File: src/rtl/sram_pkg.sv
package sram_pkg;
  localparam int LANES   = 2;
  localparam int LANE_W  = 9;
  localparam int BURST_W = 2;
  localparam int DATA_W  = LANES * LANE_W;

  typedef struct packed {
    logic               tick;      // edge is not asleep
    logic               access;    // an access happens this edge
    logic [LANES-1:0]   laneWr;    // lanes written this edge
    logic               doRead;    // read access this edge
    logic               loadBase;  // capture upper address bits
    logic [BURST_W-1:0] burstIdx;  // low address bits of this access
    logic               maskFirst; // suppress drive of current read word
  } ctrlStrobes_t;
endpackage

File: src/rtl/sram_ctrl.sv
module sram_ctrl
  import sram_pkg::*;
#(
  parameter int ADDR_W = 8
) (
  input  logic                clk,
  input  logic                rstN,
  input  logic                selN1,
  input  logic                sel2,
  input  logic                selN3,
  input  logic                strobeCpuN,
  input  logic                strobeCtlN,
  input  logic                advanceN,
  input  logic                globalWrN,
  input  logic                byteWrEnN,
  input  logic [LANES-1:0]    laneSelN,
  input  logic                sleep,
  input  logic [BURST_W-1:0]  lowAddr,
  output ctrlStrobes_t        strobes
);
  logic               activeQ, firstQ;
  logic [BURST_W-1:0] cntQ, cntNext;
  logic               selected, cpuSeen, ctlSeen, strobeSeen;
  logic               startAcc, contAcc, access, activeNext;
  logic [LANES-1:0]   laneReq, laneWr;

  assign selected   = !selN1 && sel2 && !selN3;
  assign cpuSeen    = !strobeCpuN && !selN1;
  assign ctlSeen    = !strobeCtlN && !cpuSeen;
  assign strobeSeen = cpuSeen || ctlSeen;
  assign startAcc   = strobeSeen && selected;
  assign contAcc    = !strobeSeen && activeQ;
  assign access     = !sleep && (startAcc || contAcc);

  always_comb begin
    if (startAcc)                 cntNext = lowAddr;
    else if (contAcc && !advanceN) cntNext = cntQ + BURST_W'(1);
    else                          cntNext = cntQ;
  end

  always_comb begin
    if (startAcc)        activeNext = 1'b1;
    else if (strobeSeen) activeNext = 1'b0;
    else                 activeNext = activeQ;
  end

  genvar li;
  generate
    for (li = 0; li < LANES; li++) begin : g_laneReq
      assign laneReq[li] = !globalWrN || (!byteWrEnN && !laneSelN[li]);
    end
  endgenerate

  assign laneWr = (access && !cpuSeen) ? laneReq : '0;

  always_ff @(posedge clk) begin
    if (!rstN) begin
      activeQ <= 1'b0;
      cntQ    <= '0;
      firstQ  <= 1'b1;
    end else if (!sleep) begin
      activeQ <= activeNext;
      cntQ    <= cntNext;
      if (access && laneWr == '0) firstQ <= !activeQ;
    end
  end

  always_comb begin
    strobes.tick      = !sleep;
    strobes.access    = access;
    strobes.laneWr    = laneWr;
    strobes.doRead    = access && (laneWr == '0);
    strobes.loadBase  = startAcc;
    strobes.burstIdx  = cntNext;
    strobes.maskFirst = firstQ;
  end


  load_chk: assert property (@(posedge clk) disable iff (!rstN)
    (!sleep && startAcc) |=> (activeQ && cntQ == $past(lowAddr)));

  deselect_chk: assert property (@(posedge clk) disable iff (!rstN)
    (!sleep && strobeSeen && !selected) |=> !activeQ);

  advance_chk: assert property (@(posedge clk) disable iff (!rstN)
    (!sleep && contAcc && !advanceN) |=> cntQ == $past(cntQ) + BURST_W'(1));

  sleep_hold_chk: assert property (@(posedge clk) disable iff (!rstN)
    sleep |=> ($stable(cntQ) && $stable(activeQ)));
endmodule

File: src/rtl/sram_datapath.sv
module sram_datapath
  import sram_pkg::*;
#(
  parameter int ADDR_W = 8
) (
  input  logic               clk,
  input  logic               rstN,
  input  ctrlStrobes_t       strobes,
  input  logic [ADDR_W-1:0]  addrIn,
  input  logic [DATA_W-1:0]  wrData,
  input  logic               outEnN,
  output logic [DATA_W-1:0]  rdData,
  output logic               rdDrive
);
  localparam int DEPTH = 1 << ADDR_W;
  localparam int UP_W  = ADDR_W - BURST_W;

  logic [UP_W-1:0]   baseQ, effUpper;
  logic [ADDR_W-1:0] effAddr;
  logic              rdValidQ;
  logic [DATA_W-1:0] rdRegAll;

  assign effUpper = strobes.loadBase ? addrIn[ADDR_W-1:BURST_W] : baseQ;
  assign effAddr  = {effUpper, strobes.burstIdx};

  always_ff @(posedge clk) begin
    if (!rstN) begin
      baseQ    <= '0;
      rdValidQ <= 1'b0;
    end else if (strobes.tick) begin
      if (strobes.loadBase) baseQ <= addrIn[ADDR_W-1:BURST_W];
      rdValidQ <= strobes.doRead;
    end
  end

  genvar li;
  generate
    for (li = 0; li < LANES; li++) begin : g_lane
      logic [LANE_W-1:0] laneMem [DEPTH];
      logic [LANE_W-1:0] laneRd;
      always_ff @(posedge clk) begin
        if (strobes.tick && strobes.laneWr[li])
          laneMem[effAddr] <= wrData[li*LANE_W +: LANE_W];
        if (strobes.tick && strobes.doRead)
          laneRd <= laneMem[effAddr];
      end
      assign rdRegAll[li*LANE_W +: LANE_W] = laneRd;
    end
  endgenerate

  assign rdDrive = rdValidQ && !strobes.maskFirst && !outEnN && strobes.tick;
  assign rdData  = rdDrive ? rdRegAll : '0;


  write_quiet_chk: assert property (@(posedge clk) disable iff (!rstN)
    (strobes.tick && strobes.access && strobes.laneWr != '0) |=> !rdValidQ);

  first_mask_chk: assert property (@(posedge clk) disable iff (!rstN)
    strobes.maskFirst |-> (rdData == '0));

  oe_off_chk: assert property (@(posedge clk) disable iff (!rstN)
    outEnN |-> !rdDrive);
endmodule

File: src/rtl/burst_sram_top.sv
module burst_sram_top
  import sram_pkg::*;
#(
  parameter int ADDR_W = 8
) (
  input  logic                clk,
  input  logic                rstN,
  input  logic [ADDR_W-1:0]   addrIn,
  input  logic                selN1,
  input  logic                sel2,
  input  logic                selN3,
  input  logic                strobeCpuN,
  input  logic                strobeCtlN,
  input  logic                advanceN,
  input  logic                globalWrN,
  input  logic                byteWrEnN,
  input  logic [LANES-1:0]    laneSelN,
  input  logic [DATA_W-1:0]   wrData,
  input  logic                outEnN,
  input  logic                sleep,
  output logic [DATA_W-1:0]   rdData,
  output logic                rdDrive
);
  ctrlStrobes_t strobes;

  sram_ctrl #(.ADDR_W(ADDR_W)) ctrl_i (
    .clk(clk), .rstN(rstN), .selN1(selN1), .sel2(sel2), .selN3(selN3),
    .strobeCpuN(strobeCpuN), .strobeCtlN(strobeCtlN), .advanceN(advanceN),
    .globalWrN(globalWrN), .byteWrEnN(byteWrEnN), .laneSelN(laneSelN),
    .sleep(sleep), .lowAddr(addrIn[BURST_W-1:0]), .strobes(strobes)
  );

  sram_datapath #(.ADDR_W(ADDR_W)) dp_i (
    .clk(clk), .rstN(rstN), .strobes(strobes), .addrIn(addrIn),
    .wrData(wrData), .outEnN(outEnN), .rdData(rdData), .rdDrive(rdDrive)
  );
endmodule

File: config.mk
export PLATFORM = sky130hd
export DESIGN_NAME = burst_sram_top
export DESIGN_NICKNAME = d
export VERILOG_FILES = /design/src/rtl/sram_pkg.sv /design/src/rtl/sram_ctrl.sv /design/src/rtl/sram_datapath.sv /design/src/rtl/burst_sram_top.sv
export SDC_FILE = /design/constraint.sdc
export NUM_CORES = 2
export LEC_CHECK = 0
export ABC_CLOCK_PERIOD_IN_PS = 4110
export BUFFER_PORTS_ARGS = -buffer_cell sky130_fd_sc_hd__buf_2
export CORE_MARGIN = 8
export CORE_UTILIZATION = 39
export DETAILED_ROUTE_END_ITERATION = 10
export PLACE_DENSITY = 0.54
export SETUP_SLACK_MARGIN = 0.5
export SLEW_MARGIN = 10
export SYNTH_ARGS = -nofsm -noshare
export SYNTH_HDL_FRONTEND = slang
export SYNTH_MEMORY_MAX_BITS = 65536
export SYNTH_SLANG_ARGS = --single-unit
File: constraint.sdc
create_clock -name clk -period 4.11 [get_ports clk]
set_clock_uncertainty 0.1 [all_clocks]
set_input_delay 0.411 -clock clk [delete_from_list [all_inputs] [get_ports clk]]
set_output_delay 0.411 -clock clk [all_outputs]
set_load 0.02 [all_outputs]
==> flow_summary.toml <==
[drt]
first_pass_drt_iterations = 5
antenna_left = 0
dr.first_iter.drc_count = 10100
viasPerCell = 5.60
wirelength_um = 520000
dr_total_vias = 98500
drcViolationCount = 0
per_cell_routed_wire_length_um = 29.6

[synth]
number_of_enable_type_register_cells_in_the_synthesized_netlist = 4626
seq_total_area_yosys_pct = 77.9
share_of_the_synthesized_area_in_the_top_cell_type_pct = 77.8
synthDominantAreaCellType = "edfxtp_1"
mappedNetlistArea_mm2 = 0.179
synth_warnings = 0
syn-num-nets = 9874
synth-seq-cells = 4637
synthDistinctLibCells = 49
post_synth.cell_area_avg_um2 = 18.2
netlist_instances = 9834
synth-async-reset-ratio_pct = 0
dominantRegCellSynth = "edfxtp_1"
synth_area_leaders = "edfxtp_1 78%, mux2i_1 13%, o22ai_1 4.0%"

[finish]
postLayoutCoreUtil_pct = 47.5
most-common-layout-cells = "4,626 x edfxtp_1, 2,192 x mux2i_1, 1,091 x buf_4"
syn2layout_area_growth_pct = 21.3
layout_commonest_cell = "edfxtp_1"
design.final.nets = 11200
layout-drive-gt1-share_pct = 22.4

[critical_path]
timing.critical_path.slowest_cell_delay_ns = 0.52
critPathLaunch = "ctrl_i.activeQ"
setup_slack_on_the_worst_flop_to_flop_path_ns = -0.02
setup_crit_end_kind = "flip-flop"
cell_by_cell_listing_of_the_critical_path = "o211ai_4 > or3_4 > a31o_4 > buf_12 > buf_12 > buf_12 > buf_12 > mux2i_2 > o22ai_1 > o41ai_2 > buf_4 > a41oi_1 > buf_4 > or4_1"
worst_ep_required_time_ns = 4.73
r2r.worst_path.cells = 14
reg2reg_to = "dp_i.g_lane[0].laneRd[6]"
crit_arrival_ns = 4.75
path_common_cell = "buf_12"
worstPathMaxFanout = 20
timing.critical_path.to = "dp_i.g_lane[0].laneRd[6]"
crit_path_launch_type = "flip-flop"
crit-reg2reg-launch = "ctrl_i.activeQ"
criticalPathCategory = "flip-flop to flip-flop"
cpMaxStageDelayCell = "or4_1"

[die]
std_cell_rows = 248
die_area_mm2 = 0.480
die_height_um = 693
placeableCoreArea_mm2 = 0.456
start_util_pct = 39.1
die_x_extent_um = 693
num_io_pins = 59

[clock_tree]
worst_setup_hold_path_clk_slew_ns = 0.06
cts_sinks = 4637
clk_latency_ns = 1.00
clock_tree_from_tritoncts = "yes"
ctsRootBufferMaster = "clkbuf_16"
cts_max_path_buffers = 4
cts-buffers-inserted = 469
htree_levels = 5

[sta]
post-route-min-period_ns = 4.13
worstMarginPinSlew_ns = 1.24
timing.final.setup_violations = 2
fmax_mhz = 242
final.period_utilization_pct = 101
timing.final.hold_violations = 0
final_critical_path_setup_slack_ns = -0.0214
relSlewSlack_pct = 17.6
final_max_slew_viol_count = 0
grt_setup_unrepaired = "yes"

[place]
dpl.hpwl_um = 330000
io_buffers = 58
dpl_worst_slack_ns = -1.48
gpl.final_weighted_congestion = 0.864

[power]
ir_drop_mv = 0.382
p_per_area_mw_per_mm2 = 458
leakage_uw = 0.0820

[worst_hold_path]
timing.hold.worst.class = "input port to flip-flop"

[run_status]
outcome = "finished with violations"
violations = "negative setup slack"

[run]
drv.max_cap_violation_count = 0

[grt]
grt_antenna_before_repair = 50
grt_use_total_pct = 20.8
grt_first_pass_wirelength_um = 730000
grt_max_degree = 127
first_global_vias = 97500
grt_remaining_overflow = 0
## worst min-delay path by stage
| stage | from | endpoint | slack, ns | depth (start not counted) |
|---|---|---|---|---|
| after global placement | dp_i.rdValidQ | dp_i.rdValidQ | 0.37 | 2 |
| final | strobeCpuN | dp_i.rdValidQ | 0.18 | 6 |
| after detailed placement | dp_i.rdValidQ | dp_i.rdValidQ | 0.39 | 2 |
| after floorplan | dp_i.rdValidQ | dp_i.rdValidQ | 0.35 | 2 |
| after global routing | strobeCpuN | dp_i.rdValidQ | 0.19 | 6 |
| after CTS | strobeCpuN | dp_i.rdValidQ | 0.06 | 6 |
## state kept, by name, summed over array words and instances, names as in the netlist
name,cells
ctrl_i.activeQ,1
ctrl_i.cntQ,2
ctrl_i.firstQ,1
dp_i.baseQ,6
dp_i.g_lane.laneMem,4608
dp_i.g_lane.laneRd,18
dp_i.rdValidQ,1
## repair_timing
item	CTS	global route
endpoints found under the hold margin	1461	0
setup buffers	14	21
setup endpoints to repair	1182	837
gates cloned	12	8
hold buffers	36	0
pin swaps	71	72
gates resized for setup	360	284
## area by class of cell
class                   instances  area, um^2
fillers                     37900      239000
repair buffers               1475       14700
multi-input cells            4555       40200
inverters                       7        26.3
flip-flops and latches       4637      139000
diodes                         21        52.6
clock inverters               284        2750
well taps                    6000        7510
clock buffers                 587       12300
## worst max-delay path: cells and delay by family (launching register included)
| family | cells | cell delay, ns |
|---|---|---|
| compound gates | 5 | 1.14 |
| buf+inv | 6 | 1.05 |
| flops | 1 | 0.35 |
| mux | 1 | 0.22 |
| simple gates | 2 | 0.92 |
## synthesized netlist by cell type, drive strengths merged, types with 5 or more instances
cell / instances
mux2i: 2291
or4: 17
nor2: 526
a21boi: 7
nand2: 71
o22ai: 1143
inv: 7
buf: 320
o21ai: 32
edfxtp: 4626
a21oi: 14
clkbuf: 315
nor3: 7
nand2b: 8
nor2b: 5
a41oi: 70
dfxtp: 11
or3: 5
and2: 22
nand3: 10
o41ai: 285
## metal layers
metal	GRT usage [%]	up-vias	share of wire, %
met5	0	-	0.021
met4	5.41	16	2.8
met3	2.90	764	7.0
met2	33.3	3663	47
met1	29.8	51200	43
li1	-	42800	-
## cell families (layout without fill, tap and decap cells)
kind of cell    after synthesis  after routing  synth area share [%]
flops                      4637           4637                  77.9
mux                        2295           2295                  12.9
compound gates             1578           1578                  6.07
other cells                   0             21                     0
buf+inv                     642           2353                  1.58
simple gates                682            682                  1.56
## where the power goes
| group | switching, uW | internal [uW] |
|---|---|---|
| registers | 22.1 | 52000 |
| clock network | 18000 | 23800 |
| logic | 3400 | 2010 |
| total | 21400 | 77800 |
## through the flow
step / cell area [um^2] / setup TNS (ns) / total power (uW) / hold WS (ns) / cells
floorplan: 179000 / 0 / 55300 / 0.348 / 9834
global placement: 197000 / -53.71 / 57900 / 0.365 / 16600
detailed placement: 197000 / -62.57 / 58000 / 0.388 / 16600
CTS: 215000 / 0 / 99800 / 0.0594 / 17500
global route: 217000 / -0.0864 / 102000 / 0.187 / 17600
finish: 217000 / -0.0236 / 99200 / 0.177 / 17600
Note: power is estimated with default switching activity, not from simulation.
